`config.mk`:
```
export PLATFORM = sky130hd
export DESIGN_NAME = page_walker
export DESIGN_NICKNAME = d
export VERILOG_FILES = /design/src/rtl/ptw_pkg.sv /design/src/rtl/ptw_index_sel.sv /design/src/rtl/ptw_entry_dec.sv /design/src/rtl/ptw_ctrl.sv /design/src/rtl/page_walker.sv
export SDC_FILE = /design/constraint.sdc
export NUM_CORES = 1
export LEC_CHECK = 0
export ABC_AREA = 0
export BUFFER_PORTS_ARGS = -buffer_cell sky130_fd_sc_hd__buf_4
export CORE_AREA = 3 3 149 151
export DETAILED_ROUTE_END_ITERATION = 6
export DIE_AREA = 0 0 152 154
export PLACE_DENSITY = 0.56
export SLEW_MARGIN = 20
export SYNTH_ARGS = -nofsm -noshare
export SYNTH_HDL_FRONTEND = slang
export SYNTH_HIERARCHICAL = 1
export SYNTH_SLANG_ARGS = --single-unit
```
`constraint.sdc`:
```
create_clock -name clk -period 3.34 [get_ports clk]
set_input_delay 0.668 -clock clk [delete_from_list [all_inputs] [get_ports clk]]
set_output_delay 0.668 -clock clk [all_outputs]
set_load 0.02 [all_outputs]
```
`src/rtl/ptw_pkg.sv`:
```
package ptw_pkg;
  localparam int VA_W    = 48;
  localparam int PA_W    = 52;
  localparam int OFF_W   = 12;
  localparam int IDX_W   = 9;
  localparam int LEVELS  = 4;
  localparam int ENT_W   = 64;
  localparam int ENT_LG  = 3;
  localparam int PFN_W   = PA_W - OFF_W;
  localparam int VPN_W   = VA_W - OFF_W;
  localparam int LVL_W   = $clog2(LEVELS);

  typedef enum logic [2:0] {
    ST_IDLE,
    ST_REQ,
    ST_WAIT,
    ST_FILL,
    ST_DONE
  } walk_state_e;
endpackage

```
`src/rtl/ptw_index_sel.sv`:
```
module ptw_index_sel #(
  parameter int VA_W   = 48,
  parameter int OFF_W  = 12,
  parameter int IDX_W  = 9,
  parameter int LEVELS = 4,
  parameter int PFN_W  = 40,
  parameter int ENT_LG = 3,
  localparam int LVL_W = $clog2(LEVELS),
  localparam int ADR_W = PFN_W + IDX_W + ENT_LG
) (
  input  logic [VA_W-1:0]  vaddr,
  input  logic [LVL_W-1:0] level,
  input  logic [PFN_W-1:0] table_pfn,
  output logic [ADR_W-1:0] entry_addr
);
  logic [IDX_W-1:0] slice [LEVELS];

  // level 0 takes the topmost slice, the last level sits just above the offset
  for (genvar g = 0; g < LEVELS; g++) begin : g_slice
    assign slice[g] = vaddr[OFF_W + IDX_W*(LEVELS-1-g) +: IDX_W];
  end

  assign entry_addr = {table_pfn, slice[level], {ENT_LG{1'b0}}};
endmodule

```
`src/rtl/ptw_entry_dec.sv`:
```
module ptw_entry_dec #(
  parameter int ENT_W = 64,
  parameter int OFF_W = 12,
  parameter int PFN_W = 40
) (
  input  logic [ENT_W-1:0] entry,
  output logic             present,
  output logic [PFN_W-1:0] next_pfn
);
  assign present  = entry[0];
  assign next_pfn = entry[OFF_W +: PFN_W];
endmodule

```
`src/rtl/ptw_ctrl.sv`:
```
module ptw_ctrl
  import ptw_pkg::*;
#(
  parameter int VA_W   = 48,
  parameter int OFF_W  = 12,
  parameter int LEVELS = 4,
  parameter int PFN_W  = 40,
  localparam int LVL_W = $clog2(LEVELS),
  localparam int VPN_W = VA_W - OFF_W
) (
  input  logic             clk,
  input  logic             rst_n,
  input  logic             req_valid,
  input  logic [VA_W-1:0]  req_vaddr,
  input  logic [PFN_W-1:0] root_pfn,
  output logic             req_ready,
  output logic             mem_rd_valid,
  input  logic             mem_rd_ready,
  input  logic             mem_rsp_valid,
  input  logic             rsp_present,
  input  logic [PFN_W-1:0] rsp_pfn,
  output logic [LVL_W-1:0] cur_level,
  output logic [PFN_W-1:0] cur_pfn,
  output logic [VA_W-1:0]  cur_vaddr,
  output logic             fill_valid,
  output logic [VPN_W-1:0] fill_vpn,
  output logic [PFN_W-1:0] fill_pfn,
  output logic             done_valid,
  output logic             done_fault,
  output logic [LVL_W-1:0] done_level,
  output logic [VA_W+PFN_W-VA_W+OFF_W-1:0] done_paddr
);
  localparam logic [LVL_W-1:0] LAST_LVL = LVL_W'(LEVELS-1);

  walk_state_e      state_q, state_d;
  logic [LVL_W-1:0] level_q, level_d;
  logic [PFN_W-1:0] base_q,  base_d;
  logic [VA_W-1:0]  va_q,    va_d;
  logic             fault_q, fault_d;
  logic             level_en, base_en, va_en, fault_en;

  always_comb begin
    state_d  = state_q;
    level_d  = level_q;
    base_d   = base_q;
    va_d     = va_q;
    fault_d  = fault_q;
    level_en = 1'b0;
    base_en  = 1'b0;
    va_en    = 1'b0;
    fault_en = 1'b0;
    unique case (state_q)
      ST_IDLE: if (req_valid) begin
        state_d  = ST_REQ;
        va_d     = req_vaddr;
        base_d   = root_pfn;
        level_d  = '0;
        fault_d  = 1'b0;
        va_en    = 1'b1;
        base_en  = 1'b1;
        level_en = 1'b1;
        fault_en = 1'b1;
      end
      ST_REQ: if (mem_rd_ready) state_d = ST_WAIT;
      ST_WAIT: if (mem_rsp_valid) begin
        if (!rsp_present) begin
          fault_d  = 1'b1;
          fault_en = 1'b1;
          state_d  = ST_DONE;
        end else begin
          base_d  = rsp_pfn;
          base_en = 1'b1;
          if (level_q == LAST_LVL) begin
            state_d = ST_FILL;
          end else begin
            level_d  = level_q + 1'b1;
            level_en = 1'b1;
            state_d  = ST_REQ;
          end
        end
      end
      ST_FILL: state_d = ST_DONE;
      ST_DONE: state_d = ST_IDLE;
      default: state_d = ST_IDLE;
    endcase
  end

  always_ff @(posedge clk or negedge rst_n) begin
    if (!rst_n) begin
      state_q <= ST_IDLE;
      level_q <= '0;
      base_q  <= '0;
      va_q    <= '0;
      fault_q <= 1'b0;
    end else begin
      state_q <= state_d;
      if (level_en) level_q <= level_d;
      if (base_en)  base_q  <= base_d;
      if (va_en)    va_q    <= va_d;
      if (fault_en) fault_q <= fault_d;
    end
  end

  assign req_ready    = (state_q == ST_IDLE);
  assign mem_rd_valid = (state_q == ST_REQ);
  assign fill_valid   = (state_q == ST_FILL);
  assign done_valid   = (state_q == ST_DONE);
  assign cur_level    = level_q;
  assign cur_pfn      = base_q;
  assign cur_vaddr    = va_q;
  assign fill_vpn     = va_q[VA_W-1:OFF_W];
  assign fill_pfn     = base_q;
  assign done_fault   = fault_q;
  assign done_level   = level_q;
  assign done_paddr   = {base_q, va_q[OFF_W-1:0]};

  // request held until accepted
  assert_rd_hold_R4: assert property (@(posedge clk) disable iff (!rst_n)
    mem_rd_valid && !mem_rd_ready |=> mem_rd_valid);
  // accepted read is never followed at once by another
  assert_single_read_R4: assert property (@(posedge clk) disable iff (!rst_n)
    mem_rd_valid && mem_rd_ready |=> !mem_rd_valid);
  // a fault report follows a non-present response
  assert_fault_cause_R5: assert property (@(posedge clk) disable iff (!rst_n)
    done_valid && done_fault |-> $past(mem_rsp_valid) && !$past(rsp_present));
  // fill is followed by a clean completion
  assert_fill_then_done_R6: assert property (@(posedge clk) disable iff (!rst_n)
    fill_valid |=> done_valid && !done_fault && done_level == LAST_LVL);
  // accepting a request makes the block busy
  assert_busy_after_accept_R7: assert property (@(posedge clk) disable iff (!rst_n)
    req_valid && req_ready |=> !req_ready);
  // at most one of read, fill, completion in any cycle
  assert_exclusive_R6: assert property (@(posedge clk) disable iff (!rst_n)
    $onehot0({mem_rd_valid, fill_valid, done_valid}));
endmodule

```
`src/rtl/page_walker.sv`:
```
module page_walker
  import ptw_pkg::*;
(
  input  logic              clk,
  input  logic              rst_n,
  input  logic              req_valid,
  output logic              req_ready,
  input  logic [VA_W-1:0]   req_vaddr,
  input  logic [PFN_W-1:0]  root_pfn,
  output logic              mem_rd_valid,
  input  logic              mem_rd_ready,
  output logic [PA_W-1:0]   mem_rd_addr,
  input  logic              mem_rsp_valid,
  input  logic [ENT_W-1:0]  mem_rsp_data,
  output logic              fill_valid,
  output logic [VPN_W-1:0]  fill_vpn,
  output logic [PFN_W-1:0]  fill_pfn,
  output logic              done_valid,
  output logic              done_fault,
  output logic [LVL_W-1:0]  done_level,
  output logic [VA_W-1:0]   done_vaddr,
  output logic [PA_W-1:0]   done_paddr
);
  logic             rsp_present;
  logic [PFN_W-1:0] rsp_pfn;
  logic [LVL_W-1:0] cur_level;
  logic [PFN_W-1:0] cur_pfn;
  logic [VA_W-1:0]  cur_vaddr;

  ptw_entry_dec #(.ENT_W(ENT_W), .OFF_W(OFF_W), .PFN_W(PFN_W)) u_dec (
    .entry    (mem_rsp_data),
    .present  (rsp_present),
    .next_pfn (rsp_pfn)
  );

  ptw_index_sel #(
    .VA_W(VA_W), .OFF_W(OFF_W), .IDX_W(IDX_W), .LEVELS(LEVELS),
    .PFN_W(PFN_W), .ENT_LG(ENT_LG)
  ) u_idx (
    .vaddr      (cur_vaddr),
    .level      (cur_level),
    .table_pfn  (cur_pfn),
    .entry_addr (mem_rd_addr)
  );

  ptw_ctrl #(.VA_W(VA_W), .OFF_W(OFF_W), .LEVELS(LEVELS), .PFN_W(PFN_W)) u_ctrl (
    .clk           (clk),
    .rst_n         (rst_n),
    .req_valid     (req_valid),
    .req_vaddr     (req_vaddr),
    .root_pfn      (root_pfn),
    .req_ready     (req_ready),
    .mem_rd_valid  (mem_rd_valid),
    .mem_rd_ready  (mem_rd_ready),
    .mem_rsp_valid (mem_rsp_valid),
    .rsp_present   (rsp_present),
    .rsp_pfn       (rsp_pfn),
    .cur_level     (cur_level),
    .cur_pfn       (cur_pfn),
    .cur_vaddr     (cur_vaddr),
    .fill_valid    (fill_valid),
    .fill_vpn      (fill_vpn),
    .fill_pfn      (fill_pfn),
    .done_valid    (done_valid),
    .done_fault    (done_fault),
    .done_level    (done_level),
    .done_paddr    (done_paddr)
  );

  assign done_vaddr = cur_vaddr;

  // address stays put while a read waits for acceptance
  assert_addr_stable_R4: assert property (@(posedge clk) disable iff (!rst_n)
    mem_rd_valid && !mem_rd_ready |=> $stable(mem_rd_addr));
endmodule

```
After elaboration in Yosys (flattened, before gate mapping) --
Index checks and enable logic that the tools add are counted.
Storage, ports and cells: bits of input ports 157, register bits after elaboration 94, output and inout bits 235, word-level logic and storage cells 60
Operators by class: reductions and logical operators 7, mux-type cells 34, equality and inequality tests 11, bitwise operators 1, add/subtract/negate cells 1, $lt $le $gt $ge 1
Operators by type and width (number):
- $mux W40 | 3
- $pmux W40 S2 | 1
- $bmux W9 S2 | 1
- $mux W9 | 2
- $mux W1 | 12
- $mux W3 | 4
- $pmux W3 S4 | 1
- $mux W2 | 5
- $ne A2 B2 Y1 const B | 5
- $reduce_and A5 Y1 | 2
- $pmux W1 S2 | 4
- $eq A3 B2 Y1 const B | 2
- $reduce_and A3 Y1 | 2
- $reduce_and A6 Y1 | 1
- $pmux W2 S2 | 1
- $eq A3 B1 Y1 const B | 1
- $eq A3 B3 Y1 const B | 1
- $ge A3 B3 Y1 const B | 1
- $logic_not A3 Y1 | 1
- $not A2 Y3 | 1
- $add A2 B1 Y2 const B | 1
- $eq A2 B2 Y1 const B | 1
- $ne A2 B1 Y1 const B | 1
- $reduce_bool A2 Y1 | 1

Depth between registers and ports, before layout --
word-level depth 6, gate-level depth with buffers 7, gate-level depth less buffers 4

By module --
The synthesis kept the hierarchy.
By module, submodules not included:
- ptw_ctrl | cells an instance 402, instances 1, sequential area each 2352.3 µm², area each 5139.9 µm²
- ptw_index_sel | cells an instance 55, instances 1, sequential area each 0.0 µm², area each 545.5 µm²
- ptw_entry_dec | cells an instance 41, instances 1, sequential area each 0.0 µm², area each 307.8 µm²

Worst setup path before layout --
OpenSTA, ideal clock, no wires.
path kind reg-to-reg, start point register u_ctrl.state_q[0], end point register u_ctrl.va_q[35], in the netlist u_ctrl/cur_vaddr[35], period minus slack after synthesis 1.908 ns, arrival time 1.783 ns, path buffers 4, cell stages (with the launch flop) 8, library setup time 0.125 ns, setup slack 1.432 ns, data required time 3.215 ns, path through dfrtp_1 -> buf_4 -> nor3_2 -> and2_0 -> buf_2 -> buf_4 -> buf_6 -> mux2_2
Between the ends: longest elaborated chain between the ends 3
Ends and longest elaborated chain:
- start, declared | line ptw_ctrl.sv:35 | walk_state_e state_q, state_d;
- start signal, assigned | line ptw_ctrl.sv:96 | state_q <= state_d;
- $logic_not A3 Y1 *
- via req_ready | line page_walker.sv:7 | output logic req_ready,
- $mux W1 | line ptw_ctrl.sv:52 | unique case (state_q)
- $reduce_and A3 Y1 (no line) *
- end signal, assigned | line ptw_ctrl.sv:99 | if (va_en) va_q <= va_d;
- end, declared | line ptw_ctrl.sv:38 | logic [VA_W-1:0] va_q, va_d;
Mark *: on every way through the listed nets, which the timed path passes. The rest lies on a longest branch. A chain may end at the register's enable or synchronous reset.

Worst setup path after layout --
start point register u_ctrl.level_q[0], in the netlist u_ctrl/cur_level[0], end point output port mem_rd_addr[3]
Between the ends: longest elaborated chain between the ends 4
Ends and longest elaborated chain:
- start, declared | line ptw_ctrl.sv:36 | logic [LVL_W-1:0] level_q, level_d;
- start signal, assigned | line ptw_ctrl.sv:97 | if (level_en) level_q <= level_d;
- $not A2 Y3 (not written as such) | line ptw_index_sel.sv:23 | assign entry_addr = {table_pfn, slice[level], {ENT_LG{1'b0}}};
- $bmux W9 S2 | line ptw_index_sel.sv:23
- $mux W9 (not written as such) (2 in series) | line ptw_index_sel.sv:23
- end, declared | line page_walker.sv:12 | output logic [PA_W-1:0] mem_rd_addr,
No other way between the ends. The select of a mux whose other input is x is not followed.

==> PnR_summary.wiki <==
{| class="wikitable"
! Metric !! Value
|-
| Result of the run || finished, final reports clean
|-
| Number of top-level design ports || between 300 and 400
|-
| Master of the slowest instance on the critical path || dfrtp_1
|-
| Maximum number of pins on one net before global-route repair || 50
|-
| Syn_area_per_cell || between 10 and 15 um^2
|-
| Area growth, synth to finish || 28.27%
|-
| Power density normalized to cell area || roughly 1200 mW/mm^2
|-
| Count of buffers from port buffering || around 370
|-
| Total track usage || 0.1196
|-
| Post-placement cell area || between 0.007 and 0.008 mm^2
|-
| Final Hold Violating Endpoints || 0
|-
| Aggregate global routing overflow || 0
|-
| Number of enable flip-flop cells after synthesis || 0
|-
| Avg WL per Cell || 15.82 um
|-
| Count of state elements after synthesis || 94
|-
| Proportion of layout cells with a drive suffix above 1 || 0.7875
|-
| Filler instances || between 2,000 and 2,500
|-
| Unrepaired setup endpoints after global routing || false
|-
| DRT Pass-1 Iters || 4
|-
| Ratio of final minimum period to clock period || 0.7799
|-
| Maximum cell stage delay along the critical path || 0.82 ns
|-
| Number of antenna cells inserted || 0
|-
| Skew-Pair Late Insertion Delay || between 0.3 and 0.4 ns
|-
| Antenna-violating nets left || 0
|-
| Setup tns final || 0 ns
|-
| Non-filler cells in the finished layout || a little over 900
|-
| Leakage power || roughly 3.7 nW
|-
| CTS max path bufs || 2
|-
| Post-synth design cell area || 0.005993 mm^2
|-
| Half-perimeter wire length of the detailed placement result || between 10,000 and 15,000 um
|-
| Fin crit period || ~2.6 ns
|-
| Worst slew margin relative to its limit || 0.5100
|-
| Worst path required time || ~2.7 ns
|-
| Tightest hold margin || between 0.2 and 0.3 ns
|-
| Worst-case clock skew || approximately 0.014 ns
|-
| Max_cap viols || 0
|-
| Post-CTS setup repair buffer count || 0
|-
| Clock Tree Root || clkbuf_16
|-
| Yosys warnings || 6
|-
| Final setup fails || 0
|-
| Number of vias in the routed layout || between 3,000 and 4,000
|-
| Cell count after synthesis || approximately 500
|-
| Worst Hold Class || input port to async pin
|-
| Number of buffers and inverters on the critical path || 1
|-
| Antenna violations before repair || 0
|-
| Critical Path Sink Type || output pin
|-
| Final Power || 9.159 mW
|-
| Worst vdd rail ir drop || between 600 and 700 uV
|-
| List of cells traversed by the critical path || mux4_2, buf_4
|-
| Number of distinct library cells after synthesis || 31
|-
| Setup slack of the most critical reg-to-reg path || ~1.2 ns
|-
| Final design utilization || 0.3669
|-
| Via count of the first global-routing pass || between 4,000 and 5,000
|-
| Met2 Resource Use GR || 0.2221
|-
| Met1 Usage GRT || 0.1280
|-
| Fraction of met3 tracks used by global routing || 0.04644
|-
| Clock sink count || 94
|-
| Placed instance count || around 900
|-
| Most used flip-flop cell after synthesis || dfrtp_1
|-
| Critical Path Start Type || flip-flop
|-
| Post-placement worst setup slack || 0.9683 ns
|-
| Gates resized, CTS repair || 0
|-
| Overall die height || approximately 150 um
|-
| Actual slew at the worst max-slew pin || 0.7350 ns
|-
| Max-slew violations || 0
|-
| Clock tree from TritonCTS || done
|-
| Portion of the post-synthesis area used by sequential elements || 0.3925
|-
| Crit Path Max Fanout || 12
|-
| Initial Util || 0.2860
|-
| Number of cell rows || 53
|-
| Global-route wire length before repair || roughly 23,000 um
|-
| Cell class contributing the biggest share of worst-path delay || flip-flops
|-
| Highest-utilization routing layer at the global route stage || met2
|-
| Starting DRT DRC Count || 83
|-
| Final Net Count || a little over 800
|-
| Full die area || roughly 0.023 mm^2
|-
| Kind of critical path || flip-flop to output pin
|-
| Placer congestion estimate || roughly 0.8
|-
| Detailed Route WL || about 15,000 um
|-
| Post-route standard cell area excluding fillers || slightly below 0.008 mm^2
|-
| Maximum achievable frequency || approximately 380 MHz
|-
| Core box area || between 0.02 and 0.025 mm^2
|-
| Post-route DRC violation count || 0
|-
| Hold buffers post-CTS || 0
|-
| Cts bufs inserted || 9
|-
| Width of the die || between 150 and 200 um
|-
| Async set or reset register ratio after synthesis || 1.000
|-
| Post-detailed-route via-to-cell ratio || 4.159
|-
| Worst-path clk slew || approximately 0.07 ns
|-
| Post-route setup slack || about 0.74 ns
|-
| Critical path data arrival time || a little under 2 ns
|-
| H-tree lvl count || 3
|}
power breakdown:
group	leakage, nW	switching (mW)	total, mW	internal [mW]
sequential	1.11	0.701	2.42	1.72
combinational	2.41	2.97	5.73	2.76
clock	0.134	0.485	1.01	0.522
path summary, 6_finish.rpt:
path,from,to,cells past startpoint
max in group asynchronous,rst_n,u_ctrl/cur_vaddr[11]$_DFFE_PN0N_,2
worst min-delay path,rst_n,u_ctrl/cur_pfn[11]$_DFFE_PN0P_,1
worst max-delay path,u_ctrl/cur_level[0]$_DFFE_PN0P_,mem_rd_addr[3],2
worst min register to register,u_ctrl/done_fault$_DFFE_PN0P_,u_ctrl/done_fault$_DFFE_PN0P_,2
worst max register to register,u_ctrl/state_q[1]$_DFFE_PN0P_,u_ctrl/cur_pfn[4]$_DFFE_PN0P_,4
min in group clk,u_ctrl/done_fault$_DFFE_PN0P_,u_ctrl/done_fault$_DFFE_PN0P_,2
routing by layer:
metal | vias up | wire, um
li1 | 1760 | -
met1 | 1905 | 5276
met2 | 193 | 8003
met3 | 6 | 1303
met4 | 0 | 115
met5 | - | 0
area by class of cell:
class / count / area, um^2 / share of cell area
inverter: 5 / 18.77 / 0.002441
tap: 275 / 344.1 / 0.04476
timing repair buffer: 371 / 2798 / 0.3639
clock buffer: 9 / 225.2 / 0.02930
multi-input combinational: 168 / 1884 / 0.2451
clock inverter: 7 / 65.06 / 0.008464
sequential: 94 / 2352 / 0.3060
cell usage after synthesis (2+ instances only):
master,number,area (um^2)
buf_2,9,45.04
buf_4,217,1629
buf_6,6,67.56
dfrtp_1,94,2352
inv_1,5,18.77
mux2_1,15,168.9
mux2_2,114,1284
mux2i_1,2,20.02
mux4_2,9,202.7
nand2b_1,3,18.77
nor2_1,2,7.510
nor3b_1,2,15.01
o22ai_1,2,12.51
placed cells by master (no fill, tap or decap):
| cell | count |
|---|---|
| nor3_2 | 1 |
| buf_4 | 370 |
| ha_1 | 1 |
| nand2_1 | 1 |
| nand3_1 | 1 |
| nor2_1 | 2 |
| nor3b_1 | 2 |
| o22ai_1 | 2 |
| buf_12 | 1 |
| conb_1 | 3 |
| mux2_1 | 15 |
| a211oi_4 | 1 |
| nor4_1 | 1 |
| dfrtp_1 | 94 |
| mux2i_1 | 2 |
| a31oi_1 | 1 |
| mux2_2 | 114 |
| clkinvlp_4 | 3 |
| or4b_1 | 1 |
| mux4_2 | 9 |
| o31a_1 | 1 |
| or2_2 | 1 |
| nand2b_1 | 3 |
| inv_1 | 5 |
| nor3_1 | 1 |
| inv_8 | 3 |
| a2111oi_0 | 1 |
| nor2b_1 | 1 |
| clkbuf_16 | 9 |
| and2_2 | 1 |
| clkinv_4 | 1 |
| nor3b_4 | 1 |
| o32ai_1 | 1 |
cells by family (layout without fill, tap and decap cells):
logic type	after synthesis	count (layout)	share of synthesized area
buf+inv	238	392	0.2946
mux	140	140	0.2795
flops	94	94	0.3925
simple gates	17	17	0.01983
compound gates	7	7	0.01086
fa+ha+maj	1	1	0.002087
other cells	1	3	0.0006257
registers in the layout, summed over array words and instances, names as in the netlist:
name,flops
u_ctrl/cur_vaddr,48
u_ctrl/cur_pfn,40
u_ctrl/state_q,3
u_ctrl/cur_level,2
u_ctrl/done_fault,1
(Power assumes the default switching activity.)
